**src/rtl/spi_txn_pkg.sv**
```systemverilog
package spi_txn_pkg;

  localparam int CMD_W     = 16;
  localparam int DATA_W    = 24;
  localparam int FRAME_W   = CMD_W + DATA_W;
  localparam int MAX_BYTES = FRAME_W / 8;
  localparam int BYTES_W   = $clog2(MAX_BYTES + 1);
  localparam int EDGE_W    = $clog2(16 * MAX_BYTES);
  localparam int MIN_RD_BYTES = CMD_W / 8 + 1;

  localparam logic [1:0] ADDR_CMD  = 2'd0;
  localparam logic [1:0] ADDR_DATA = 2'd1;
  localparam logic [1:0] ADDR_CTRL = 2'd2;

  localparam int CTRL_CODE_LSB = 0;
  localparam int CTRL_CODE_W   = 3;
  localparam int CTRL_CPOL     = 3;
  localparam int CTRL_CPHA     = 4;
  localparam int CTRL_RD       = 5;
  localparam int CTRL_GO       = 6;
  localparam int CTRL_DIV_LSB  = 8;

  typedef struct packed {
    logic rd;
    logic cpha;
    logic cpol;
  } spi_mode_t;

  typedef enum logic [1:0] {
    ST_IDLE,
    ST_LEAD,
    ST_XFER,
    ST_TRAIL
  } eng_state_e;

  // Total frame length in bytes from the count code and the direction.
  function automatic logic [BYTES_W-1:0] frame_bytes(
    input logic [CTRL_CODE_W-1:0] code,
    input logic                   rd
  );
    int unsigned n;
    n = int'(code) + 1;
    if (n > MAX_BYTES) n = MAX_BYTES;
    if (rd && n < MIN_RD_BYTES) n = MIN_RD_BYTES;
    return BYTES_W'(n);
  endfunction

  // Left-aligned bit image of the frame: command, then the data bytes in use.
  function automatic logic [FRAME_W-1:0] frame_image(
    input logic [CMD_W-1:0]   cmd,
    input logic [DATA_W-1:0]  data,
    input logic [BYTES_W-1:0] nbytes,
    input logic               rd
  );
    logic [DATA_W-1:0] aligned;
    int unsigned       dn;
    dn = (int'(nbytes) > CMD_W / 8) ? int'(nbytes) - CMD_W / 8 : 0;
    if (rd || dn == 0) aligned = '0;
    else               aligned = data << (8 * (DATA_W / 8 - dn));
    return {cmd, aligned};
  endfunction

endpackage

```
**src/rtl/spi_txn_clkdiv.sv**
```systemverilog
module spi_txn_clkdiv #(
  parameter int DIV_W = 8
) (
  input  logic             clk,
  input  logic             rst,
  input  logic             run,
  input  logic [DIV_W-1:0] div,
  output logic             tick
);

  logic [DIV_W-1:0] cnt_q;

  assign tick = run && (cnt_q == div);

  always_ff @(posedge clk) begin
    if (rst || !run) begin
      cnt_q <= '0;
    end else if (tick) begin
      cnt_q <= '0;
    end else begin
      cnt_q <= cnt_q + 1'b1;
    end
  end

  // With a divider above zero, two ticks are never adjacent.
  assert_tick_spacing_R6: assert property (@(posedge clk) disable iff (rst)
    (tick && div != '0) |=> !tick);

endmodule

```
**src/rtl/spi_txn_regs.sv**
```systemverilog
module spi_txn_regs
  import spi_txn_pkg::*;
#(
  parameter int DIV_W = 8
) (
  input  logic               clk,
  input  logic               rst,
  input  logic               wr_en,
  input  logic [1:0]         wr_addr,
  input  logic [DATA_W-1:0]  wr_data,
  input  logic               busy,
  input  logic               rx_load,
  input  logic [DATA_W-1:0]  rx_data,
  output logic               launch,
  output spi_mode_t          l_mode,
  output logic [BYTES_W-1:0] l_bytes,
  output logic [FRAME_W-1:0] l_image,
  output logic               idle_cpol,
  output logic [DIV_W-1:0]   div_q,
  output logic [DATA_W-1:0]  data_q
);

  logic [CMD_W-1:0]       cmd_q;
  logic [CTRL_CODE_W-1:0] code_q;
  spi_mode_t              mode_q;
  logic                   wr_ok;

  assign wr_ok = wr_en && !busy;

  assign l_mode.rd   = wr_data[CTRL_RD];
  assign l_mode.cpha = wr_data[CTRL_CPHA];
  assign l_mode.cpol = wr_data[CTRL_CPOL];
  assign l_bytes     = frame_bytes(wr_data[CTRL_CODE_LSB +: CTRL_CODE_W], wr_data[CTRL_RD]);
  assign l_image     = frame_image(cmd_q, data_q, l_bytes, wr_data[CTRL_RD]);
  assign launch      = wr_ok && (wr_addr == ADDR_CTRL) && wr_data[CTRL_GO];
  assign idle_cpol   = mode_q.cpol;

  always_ff @(posedge clk) begin
    if (rst) begin
      cmd_q  <= '0;
      data_q <= '0;
      code_q <= '0;
      mode_q <= '0;
      div_q  <= '0;
    end else begin
      if (wr_ok) begin
        case (wr_addr)
          ADDR_CMD:  cmd_q  <= wr_data[CMD_W-1:0];
          ADDR_DATA: data_q <= wr_data;
          ADDR_CTRL: begin
            code_q <= wr_data[CTRL_CODE_LSB +: CTRL_CODE_W];
            mode_q <= l_mode;
            div_q  <= wr_data[CTRL_DIV_LSB +: DIV_W];
          end
          default: ;
        endcase
      end
      if (rx_load) data_q <= rx_data;
    end
  end

  // Configuration cannot move while a frame runs.
  assert_cfg_frozen_R8: assert property (@(posedge clk) disable iff (rst)
    (busy && $past(busy)) |-> ($stable(cmd_q) && $stable(mode_q) && $stable(div_q) && $stable(code_q)));

  // The data register only changes through the read-back load while busy.
  assert_data_hold_R8: assert property (@(posedge clk) disable iff (rst)
    (busy && $past(busy) && !$past(rx_load)) |-> $stable(data_q));

  // Launched frame length is legal for its direction (also covers R4 clamping).
  assert_bytes_range_R3: assert property (@(posedge clk) disable iff (rst)
    launch |-> (l_bytes >= 1 && l_bytes <= MAX_BYTES && (!l_mode.rd || l_bytes >= MIN_RD_BYTES)));

endmodule

```
**src/rtl/spi_txn_engine.sv**
```systemverilog
module spi_txn_engine
  import spi_txn_pkg::*;
(
  input  logic               clk,
  input  logic               rst,
  input  logic               launch,
  input  spi_mode_t          l_mode,
  input  logic [BYTES_W-1:0] l_bytes,
  input  logic [FRAME_W-1:0] l_image,
  input  logic               idle_cpol,
  input  logic               tick,
  input  logic               miso,
  output logic               sck,
  output logic               mosi,
  output logic               cs_n,
  output logic               busy,
  output logic               done,
  output logic               rx_load,
  output logic [DATA_W-1:0]  rx_data
);

  eng_state_e         state_q;
  spi_mode_t          mode_r;
  logic [FRAME_W-1:0] tx_sr;
  logic [DATA_W-1:0]  rx_sr;
  logic [EDGE_W-1:0]  edge_q;
  logic [EDGE_W-1:0]  last_q;
  logic               is_sample;
  logic               in_data;

  // Even edge index = leading edge; sampling edge depends on phase.
  assign is_sample = (edge_q[0] == mode_r.cpha);
  assign in_data   = edge_q[EDGE_W-1:1] >= (EDGE_W-1)'(CMD_W);
  assign rx_load   = (state_q == ST_TRAIL) && tick && mode_r.rd;
  assign rx_data   = rx_sr;

  always_ff @(posedge clk) begin
    if (rst) begin
      state_q <= ST_IDLE;
      mode_r  <= '0;
      tx_sr   <= '0;
      rx_sr   <= '0;
      edge_q  <= '0;
      last_q  <= '0;
      sck     <= 1'b0;
      mosi    <= 1'b0;
      cs_n    <= 1'b1;
      busy    <= 1'b0;
      done    <= 1'b0;
    end else begin
      done <= 1'b0;
      case (state_q)
        ST_IDLE: begin
          sck <= idle_cpol;
          if (launch) begin
            mode_r  <= l_mode;
            sck     <= l_mode.cpol;
            cs_n    <= 1'b0;
            busy    <= 1'b1;
            edge_q  <= '0;
            last_q  <= EDGE_W'({l_bytes, 4'b0000}) - EDGE_W'(1);
            rx_sr   <= '0;
            state_q <= ST_LEAD;
            if (!l_mode.cpha) begin
              mosi  <= l_image[FRAME_W-1];
              tx_sr <= l_image << 1;
            end else begin
              mosi  <= 1'b0;
              tx_sr <= l_image;
            end
          end
        end
        ST_LEAD: begin
          if (tick) state_q <= ST_XFER;
        end
        ST_XFER: begin
          if (tick) begin
            sck    <= ~sck;
            edge_q <= edge_q + 1'b1;
            if (is_sample) begin
              if (mode_r.rd && in_data) rx_sr <= {rx_sr[DATA_W-2:0], miso};
            end else begin
              mosi  <= tx_sr[FRAME_W-1];
              tx_sr <= tx_sr << 1;
            end
            if (edge_q == last_q) state_q <= ST_TRAIL;
          end
        end
        ST_TRAIL: begin
          if (tick) begin
            cs_n    <= 1'b1;
            busy    <= 1'b0;
            done    <= 1'b1;
            mosi    <= 1'b0;
            state_q <= ST_IDLE;
          end
        end
        default: state_q <= ST_IDLE;
      endcase
    end
  end

  // done marks exactly the clock in which chip select is released.
  assert_done_release_R7: assert property (@(posedge clk) disable iff (rst)
    done |-> (cs_n && !$past(cs_n)));

  // An even number of edges brings the clock back to its idle level.
  assert_sck_idle_end_R5: assert property (@(posedge clk) disable iff (rst)
    done |-> (sck == mode_r.cpol));

  // Inside a frame the serial clock only moves on a divider tick.
  assert_sck_on_tick_R6: assert property (@(posedge clk) disable iff (rst)
    (busy && $past(busy) && !$past(tick)) |-> $stable(sck));

endmodule

```
**src/rtl/spi_txn_master.sv**
```systemverilog
module spi_txn_master
  import spi_txn_pkg::*;
#(
  parameter int DIV_W = 8
) (
  input  logic              clk,
  input  logic              rst,
  input  logic              wr_en,
  input  logic [1:0]        wr_addr,
  input  logic [DATA_W-1:0] wr_data,
  input  logic              miso,
  output logic [DATA_W-1:0] data_reg,
  output logic              busy,
  output logic              done,
  output logic              sck,
  output logic              mosi,
  output logic              cs_n
);

  logic               launch;
  spi_mode_t          l_mode;
  logic [BYTES_W-1:0] l_bytes;
  logic [FRAME_W-1:0] l_image;
  logic               idle_cpol;
  logic [DIV_W-1:0]   div_q;
  logic               tick;
  logic               rx_load;
  logic [DATA_W-1:0]  rx_data;

  spi_txn_regs #(.DIV_W(DIV_W)) regs_i (
    .clk       (clk),
    .rst       (rst),
    .wr_en     (wr_en),
    .wr_addr   (wr_addr),
    .wr_data   (wr_data),
    .busy      (busy),
    .rx_load   (rx_load),
    .rx_data   (rx_data),
    .launch    (launch),
    .l_mode    (l_mode),
    .l_bytes   (l_bytes),
    .l_image   (l_image),
    .idle_cpol (idle_cpol),
    .div_q     (div_q),
    .data_q    (data_reg)
  );

  spi_txn_clkdiv #(.DIV_W(DIV_W)) clkdiv_i (
    .clk  (clk),
    .rst  (rst),
    .run  (busy),
    .div  (div_q),
    .tick (tick)
  );

  spi_txn_engine engine_i (
    .clk       (clk),
    .rst       (rst),
    .launch    (launch),
    .l_mode    (l_mode),
    .l_bytes   (l_bytes),
    .l_image   (l_image),
    .idle_cpol (idle_cpol),
    .tick      (tick),
    .miso      (miso),
    .sck       (sck),
    .mosi      (mosi),
    .cs_n      (cs_n),
    .busy      (busy),
    .done      (done),
    .rx_load   (rx_load),
    .rx_data   (rx_data)
  );

endmodule

```
**config.mk**
```make
export PLATFORM = sky130hd
export DESIGN_NAME = spi_txn_master
export DESIGN_NICKNAME = d
export VERILOG_FILES = /design/src/rtl/spi_txn_pkg.sv /design/src/rtl/spi_txn_clkdiv.sv /design/src/rtl/spi_txn_regs.sv /design/src/rtl/spi_txn_engine.sv /design/src/rtl/spi_txn_master.sv
export SDC_FILE = /design/constraint.sdc
export NUM_CORES = 1
export LEC_CHECK = 0
export ABC_AREA = 1
export ABC_CLOCK_PERIOD_IN_PS = 3060
export CAP_MARGIN = 20
export CORE_ASPECT_RATIO = 1.4
export CORE_MARGIN = 1.5
export CORE_UTILIZATION = 25
export CTS_CLUSTER_SIZE = 16
export DETAILED_ROUTE_END_ITERATION = 7
export SETUP_SLACK_MARGIN = 0.1
export SLEW_MARGIN = 25
export SYNTH_ARGS = -nofsm -noshare
export SYNTH_HDL_FRONTEND = slang
export SYNTH_HIERARCHICAL = 1
export SYNTH_SLANG_ARGS = --single-unit
```
**constraint.sdc**
```tcl
create_clock -name clk -period 3.06 [get_ports clk]
set_clock_uncertainty 0.1 [all_clocks]
set_input_delay 0.612 -clock clk [delete_from_list [all_inputs] [get_ports clk]]
set_output_delay 0.612 -clock clk [all_outputs]
set_load 0.1 [all_outputs]
```
==> flow_summary.yaml, run 1 <==
drt:
  first_iter_violations: 425
  wl_um: 21300
  vias: 7121
  routed_via_density: 4.74
  first_pass_iters: 5
  antenna_left: 0
  drc: 0
  routedWlPerCell_um: 14.2
clock_tree:
  cts_tree: "built"
  path_clk_slew_ns: 0.06
  cts_root_buf: "clkbuf_16"
  post-cts-setup-buffers: 0
  clk_path_buf_depth: 2
  cts_buffers: 17
  clock-sinks: 141
  htree_levels: 4
  insertion_delay_ns: 0.43
placement:
  place.gp.congestion: 0.900
  dp_hpwl_um: 15400
  placed_area_mm2: 0.00813
  place_inst: 1471
  io_buffers: 58
hold_path:
  hold_class: "flop to flop"
logic_synthesis:
  yosysTopAreaCellShare: 0.392
  avgSynthCellArea_um2: 6.72
  synth.distinct_cells: 41
  synth.area.top_cells: "dfxtp_1 39%, nand2_1 13%, o21ai_0 9.7%"
  netlist_area_mm2: 0.00720
  yosys_warnings: 6
  seq_area_frac_synth: 0.392
  ys_ff_latch: 141
  synth_nets: 1111
  yosysTopAreaCell: "dfxtp_1"
  netlist_instances: 1071
flow_run:
  maxCapViolations: 0
worst_setup_path:
  cp.arrival_ns: 2.95
  r2r-start: "clkdiv_i/cnt_q[3]"
  worstRegToRegCells: 13
  cp-start-kind: "input port"
  path_class: "input port to flop"
  regToRegSetupSlack_ns: 0.55
  crit_required_ns: 3.32
  critPathLaunch: "wr_data[0]"
  crit_path_end: "engine_i/tx_sr[14]"
  cp_max_fo: 16
  r2r_end: "regs_i/data_q[0]"
  worst_setup_path_end_kind: "flop"
sta:
  fin_crit_sh: 0.878
  setup_violations: 0
  clock.fmax_mhz: 372
  maxSlewHeadroom: 0.316
  maxSlewViolCount: 0
  tightest_slew_ns: 1.02
  fin_crit_ns: 2.69
  rsz0062_at_grt: "false"
  hold_viol: 0
  worst_hold_slack_ns: 0.367
cells_and_area:
  final_util: 0.310
  fin_cells: 1503
  area_growth_pct: 22.1
  drive_gt1_frac: 0.105
  fillers: 3123
  fin_area_mm2: 0.00879
  nets: 1155
  insertedDiodeCount: 0
run_status:
  status: "completed"
floorplan:
  initial_core_util: 0.254
  die_x_um: 146
  ios: 59
  rows: 73
  dieArea_mm2: 0.0298
  coreArea_mm2: 0.0283
  die_h_um: 204
global_route:
  grt_max_degree: 79
  grt_pass1_wl_um: 34200
  gr-total-overflow: 0
  grt_pass1_vias: 6714
  track_usage: 0.145
  antenna_found_initial: 0
power_and_ir_drop:
  pwr-share-clk: 0.336
  p_total_mw: 6.90
  pwr-share-seq: 0.345
  max-vdd-ir-drop_uv: 477
  p_leak_nw: 3.46
  p_sw_frac: 0.365
  p_per_area_mw_per_mm2: 785
  intPower_mw: 4.38
  p_switching_mw: 2.52
  p_comb_frac: 0.318
## how the worst min path moves through the flow
stage	from	slack [ns]	cells past startpoint	endpoint
floorplan	engine_i/tx_sr[0]	0.34	2	engine_i/tx_sr[0]
global placement	engine_i/tx_sr[0]	0.36	2	engine_i/tx_sr[0]
detailed placement	engine_i/tx_sr[0]	0.36	2	engine_i/tx_sr[0]
CTS	engine_i/tx_sr[0]	0.36	2	engine_i/tx_sr[0]
global route	clkdiv_i/cnt_q[0]	0.39	1	clkdiv_i/cnt_q[0]
finish	engine_i/tx_sr[0]	0.37	2	engine_i/tx_sr[0]
## cell type report
type / count / area [um^2] / share of cell area
Clock buffer: 20 / 447 / 0.0508
Timing Repair Buffer: 92 / 796 / 0.0906
Tap cell: 375 / 469 / 0.0534
Inverter: 78 / 295 / 0.0336
Clock inverter: 12 / 208 / 0.0236
Multi-Input combinational cell: 785 / 3750 / 0.427
Sequential cell: 141 / 2820 / 0.321
## power groups by stage
stage               Clock (mW)  Sequential [mW]  Combinational (mW)
floorplan                    0             2.57                1.54
global placement             0             2.42                2.16
detailed placement           0             2.42                2.19
CTS                       2.36             2.38                2.20
global route              2.43             2.42                2.47
finish                    2.32             2.38                2.20
## synthesized netlist by cell type
master	number
xnor2_2	1
xnor2_1	3
nand2_1	251
nand3_4	1
nor2_1	129
ha_1	10
buf_4	6
a211oi_1	1
nand3_2	3
and3_1	1
nor2_4	1
nand2_2	3
nor2b_1	1
buf_6	6
o21bai_1	1
inv_2	4
buf_1	2
buf_2	14
o21ai_0	139
dfxtp_1	141
inv_4	1
clkinv_1	2
nand2_4	4
nor3b_1	1
or3_1	1
nor2_8	2
nand4_1	3
a21oi_1	93
clkbuf_1	39
o31ai_1	1
o211a_1	1
o211ai_1	1
nand3_1	94
xor2_1	7
or2_1	1
nor3_1	3
inv_1	71
mux2i_1	2
nor2_2	2
nor3_2	1
a31oi_1	23
## state kept, by name, summed over array words and instances, names as in the netlist, 2 cells and up
signal	count
engine_i/tx_sr	40
engine_i/last_q	4
clkdiv_i/cnt_q	8
regs_i/div_q	8
regs_i/cmd_q	16
engine_i/rx_data	24
regs_i/data_q	24
engine_i/state_q	2
engine_i/edge_q	7
engine_i/mode_r	2
## worst max-delay path, stage by stage
cell	delay [ns]
clkdlybuf4s50_1	0.51
inv_1	0.07
ha_1	0.20
inv_1	0.05
nand3_1	0.10
nand3_2	0.13
nand2_2	0.06
or3_1	0.30
buf_4	0.19
nor2_1	0.22
nand2_1	0.08
nand3_1	0.10
o21ai_0	0.15
a21oi_1	0.17
## timing repair
item / in CTS / in global routing
resized for setup: 0 / 1
endpoints found under the setup margin: 0 / 3
hold buffers: 0 / 0
## cell families after synthesis
kind of cell	count (synthesis)	synth area share
mux	2	0.00278
xor+xnor	11	0.0144
simple gates	502	0.299
fa+ha+maj	10	0.0174
buf+inv	145	0.0878
flops	141	0.392
compound gates	260	0.187
## metrics by stage
stage | setup WS (ns) | TNS (ns)
global route | 0.118 | 0
floorplan | 0.400 | 0
global placement | -0.0178 | -0.0178
detailed placement | -0.0552 | -0.0977
CTS | 0.407 | 0
finish | 0.374 | 0
## placed cells by master (no fill, tap or decap), drive strengths merged
cell type	count
nor3	4
nor2	134
bufinv	5
o211ai	1
or3	1
mux2i	2
ha	10
a211oi	1
a21oi	93
xor2	7
nand2	258
nand3	98
nor2b	1
o21bai	1
a31oi	23
nand4	3
inv	80
clkinv	3
clkdlybuf4s50	28
o21ai	139
nor3b	1
clkbuf	20
o31ai	1
buf	64
xnor2	4
or2	1
o211a	1
dfxtp	141
and3	1
clkinvlp	2
## routing by layer
layer | part of all wire | global-route usage | up-vias
met2 | 0.52 | 0.271 | 163
met4 | 0.021 | 0.0635 | 0
met5 | 0 | 0 | -
met1 | 0.42 | 0.159 | 3318
met3 | 0.035 | 0.0242 | 24
li1 | - | - | 3616
Note: power is estimated with default switching activity, not from simulation.
==> run 2, diff against run 1 <==
--- a/config.mk
+++ b/config.mk
@@ -10,9 +10,10 @@
 export CAP_MARGIN = 20
 export CORE_ASPECT_RATIO = 1.4
 export CORE_MARGIN = 1.5
-export CORE_UTILIZATION = 25
+export CORE_UTILIZATION = 58
 export CTS_CLUSTER_SIZE = 16
 export DETAILED_ROUTE_END_ITERATION = 7
+export PLACE_DENSITY = 0.8
 export SETUP_SLACK_MARGIN = 0.1
 export SLEW_MARGIN = 25
 export SYNTH_ARGS = -nofsm -noshare
==> run 2 against run 1 <==
Against the previous run:
- worst setup slack lost 0.075 ns
- register-to-register slack lost 0.13 ns
- sequential power is essentially flat
- count of clock-buffer cells in the layout shrank 1
- design area shrank 4.4%
- die area shrank 56%
- worst hold slack lost 0.0015 ns
- via count grew 1.1%
- power shrank 2.8%
- combinational power is essentially flat
- sequential share of layout area grew 1.5 points
- critical endpoint is now engine_i/tx_sr[17]
- largest cell class unchanged
- largest power group unchanged
==> flow_summary.yaml, run 2 (same netlist as run 1, synthesis figures left out) <==
cells_and_area:
  multi_input_area_mm2: 0.00374
  nets: 1148
  fillers: 1064
  fin_cells: 1271
  area_growth_pct: 16.7
  drive_gt1_frac: 0.101
  final-seq-area_mm2: 0.00282
  regMostFlops: "engine_i/tx_sr"
  insertedDiodeCount: 0
  layout_common_cells: "251 x nand2_1, 141 x dfxtp_1, 139 x o21ai_0"
  largest_reg_flops: 40
  layout_commonest_cell: "nand2_1"
run_status:
  status: "completed"
clock_tree:
  cts_buffers: 17
  cts_tree: "built"
  clock-sinks: 141
  path_clk_slew_ns: 0.06
  cts_root_buf: "clkbuf_16"
  insertion_delay_ns: 0.42
  clk_path_buf_depth: 2
  htree_levels: 4
  post-cts-setup-buffers: 0
sta:
  clock.fmax_mhz: 362
  tightest_slew_ns: 0.858
  fin_crit_ns: 2.76
  worst_hold_slack_ns: 0.365
  setup_violations: 0
  fin_crit_sh: 0.902
  maxSlewHeadroom: 0.427
  setup_slack_ns: 0.299
  rsz0062_at_grt: "true"
  hold_viol: 0
  maxSlewViolCount: 0
power_and_ir_drop:
  p_leak_nw: 3.40
  p_per_area_mw_per_mm2: 798
  max-vdd-ir-drop_uv: 522
drt:
  first_pass_iters: 6
  routedWlPerCell_um: 14.9
  routed_via_density: 5.66
  vias: 7199
  antenna_left: 0
  wl_um: 18900
  drc: 0
  first_iter_violations: 652
worst_setup_path:
  cp_max_fo: 9
  worst_setup_path_end_kind: "flop"
  cp_cell_sequence: "clkdlybuf4s50_1 > ha_1 > inv_1 > nand2_1 > nand3_1 > nand2_1 > inv_1 > nand2_2 > inv_1 > a21oi_1 > nor2_1 > inv_1 > o21ai_0 > mux2i_1 > a21oi_1"
  path_class: "input port to flop"
  cpMaxStageDelayCell: "clkdlybuf4s50_1"
  crit_required_ns: 3.31
  crit_top_cell: "inv_1"
  cp.buffers_inverters: 5
  cp-start-kind: "input port"
  cpLargestDelayFamily: "buffers and inverters"
  cp_slowest_stage_delay_ns: 0.47
  cp.arrival_ns: 3.01
global_route:
  track_usage: 0.289
  grt_pass1_wl_um: 30400
  grt_max_degree: 79
  grt_pass1_vias: 6222
  antenna_found_initial: 0
  gr-total-overflow: 0
floorplan:
  die_h_um: 135
  ios: 59
  initial_core_util: 0.590
  coreArea_mm2: 0.0122
  dieArea_mm2: 0.0131
  rows: 48
  die_x_um: 97.1
placement:
  io_buffers: 58
  post-place-ws_ns: -0.0823
  place_inst: 1239
  place.gp.congestion: 0.943
  dp_hpwl_um: 13200
flow_run:
  maxCapViolations: 0
hold_path:
  hold_class: "flop to flop"
==> run 2: cell types whose count changed in the layout (fill, tap and decap cells not counted), sizes merged <==
cell / previous run / this run
clkbuf: 20 / 19
clkinv: 3 / 5
buf: 64 / 57
bufinv: 5 / 2
inv: 80 / 82
==> run 2: layout make-up <==
type,count,area share
Clock buffer,19,0.0539
Clock inverter,13,0.0183
Inverter,78,0.0352
Multi-Input combinational cell,785,0.446
Sequential cell,141,0.336
Tap cell,150,0.0223
Timing Repair Buffer,85,0.0885
==> run 2: final timing paths <==
kind,start,to,slack [ns],cells after the start
max reg2reg,clkdiv_i/cnt_q[3],engine_i/tx_sr[5],0.42,15
max,wr_data[1],engine_i/tx_sr[17],0.30,15
min,engine_i/tx_sr[0],engine_i/tx_sr[0],0.37,2
min reg2reg,engine_i/tx_sr[0],engine_i/tx_sr[0],0.37,2
==> run 2: timing repair <==
item,4_1_cts,5_1_grt
resized for setup,0,1
endpoints found under the setup margin,0,2
hold buffers,0,0
==> run 2: worst min-delay path: stages, from the launching register on <==
cell and delay [ns]:
dfxtp_1 0.31, nand2_1 0.06, a21oi_1 0.05
==> run 2: routing by layer <==
layer / track usage / vias up / wire length (um)
met3: 0.0445 / 38 / 1220
li1: - / 3595 / -
met5: 0 / - / 0
met1: 0.365 / 3298 / 7880
met2: 0.500 / 268 / 9400
met4: 0.107 / 0 / 424
==> run 2: report_power, final <==
| group | switching, mW | total (mW) | leakage, nW | internal, mW |
|---|---|---|---|---|
| clock network | 0.851 | 2.11 | 0.292 | 1.26 |
| registers | 0.209 | 2.39 | 1.15 | 2.18 |
| logic | 1.47 | 2.20 | 1.96 | 0.731 |
| total | 2.53 | 6.70 | 3.40 | 4.18 |
==> run 2: per-stage QoR <==
stage / instance area, um^2 / total power [mW] / setup TNS [ns] / utilization
finish: 8400 / 6.70 / 0 / 0.689
global route: 8400 / 7.11 / 0 / 0.689
CTS: 8400 / 6.71 / 0 / 0.689
detailed placement: 7790 / 4.59 / -0.483 / 0.639
global placement: 7790 / 4.56 / 0 / 0.639
floorplan: 7200 / 4.11 / 0 / -
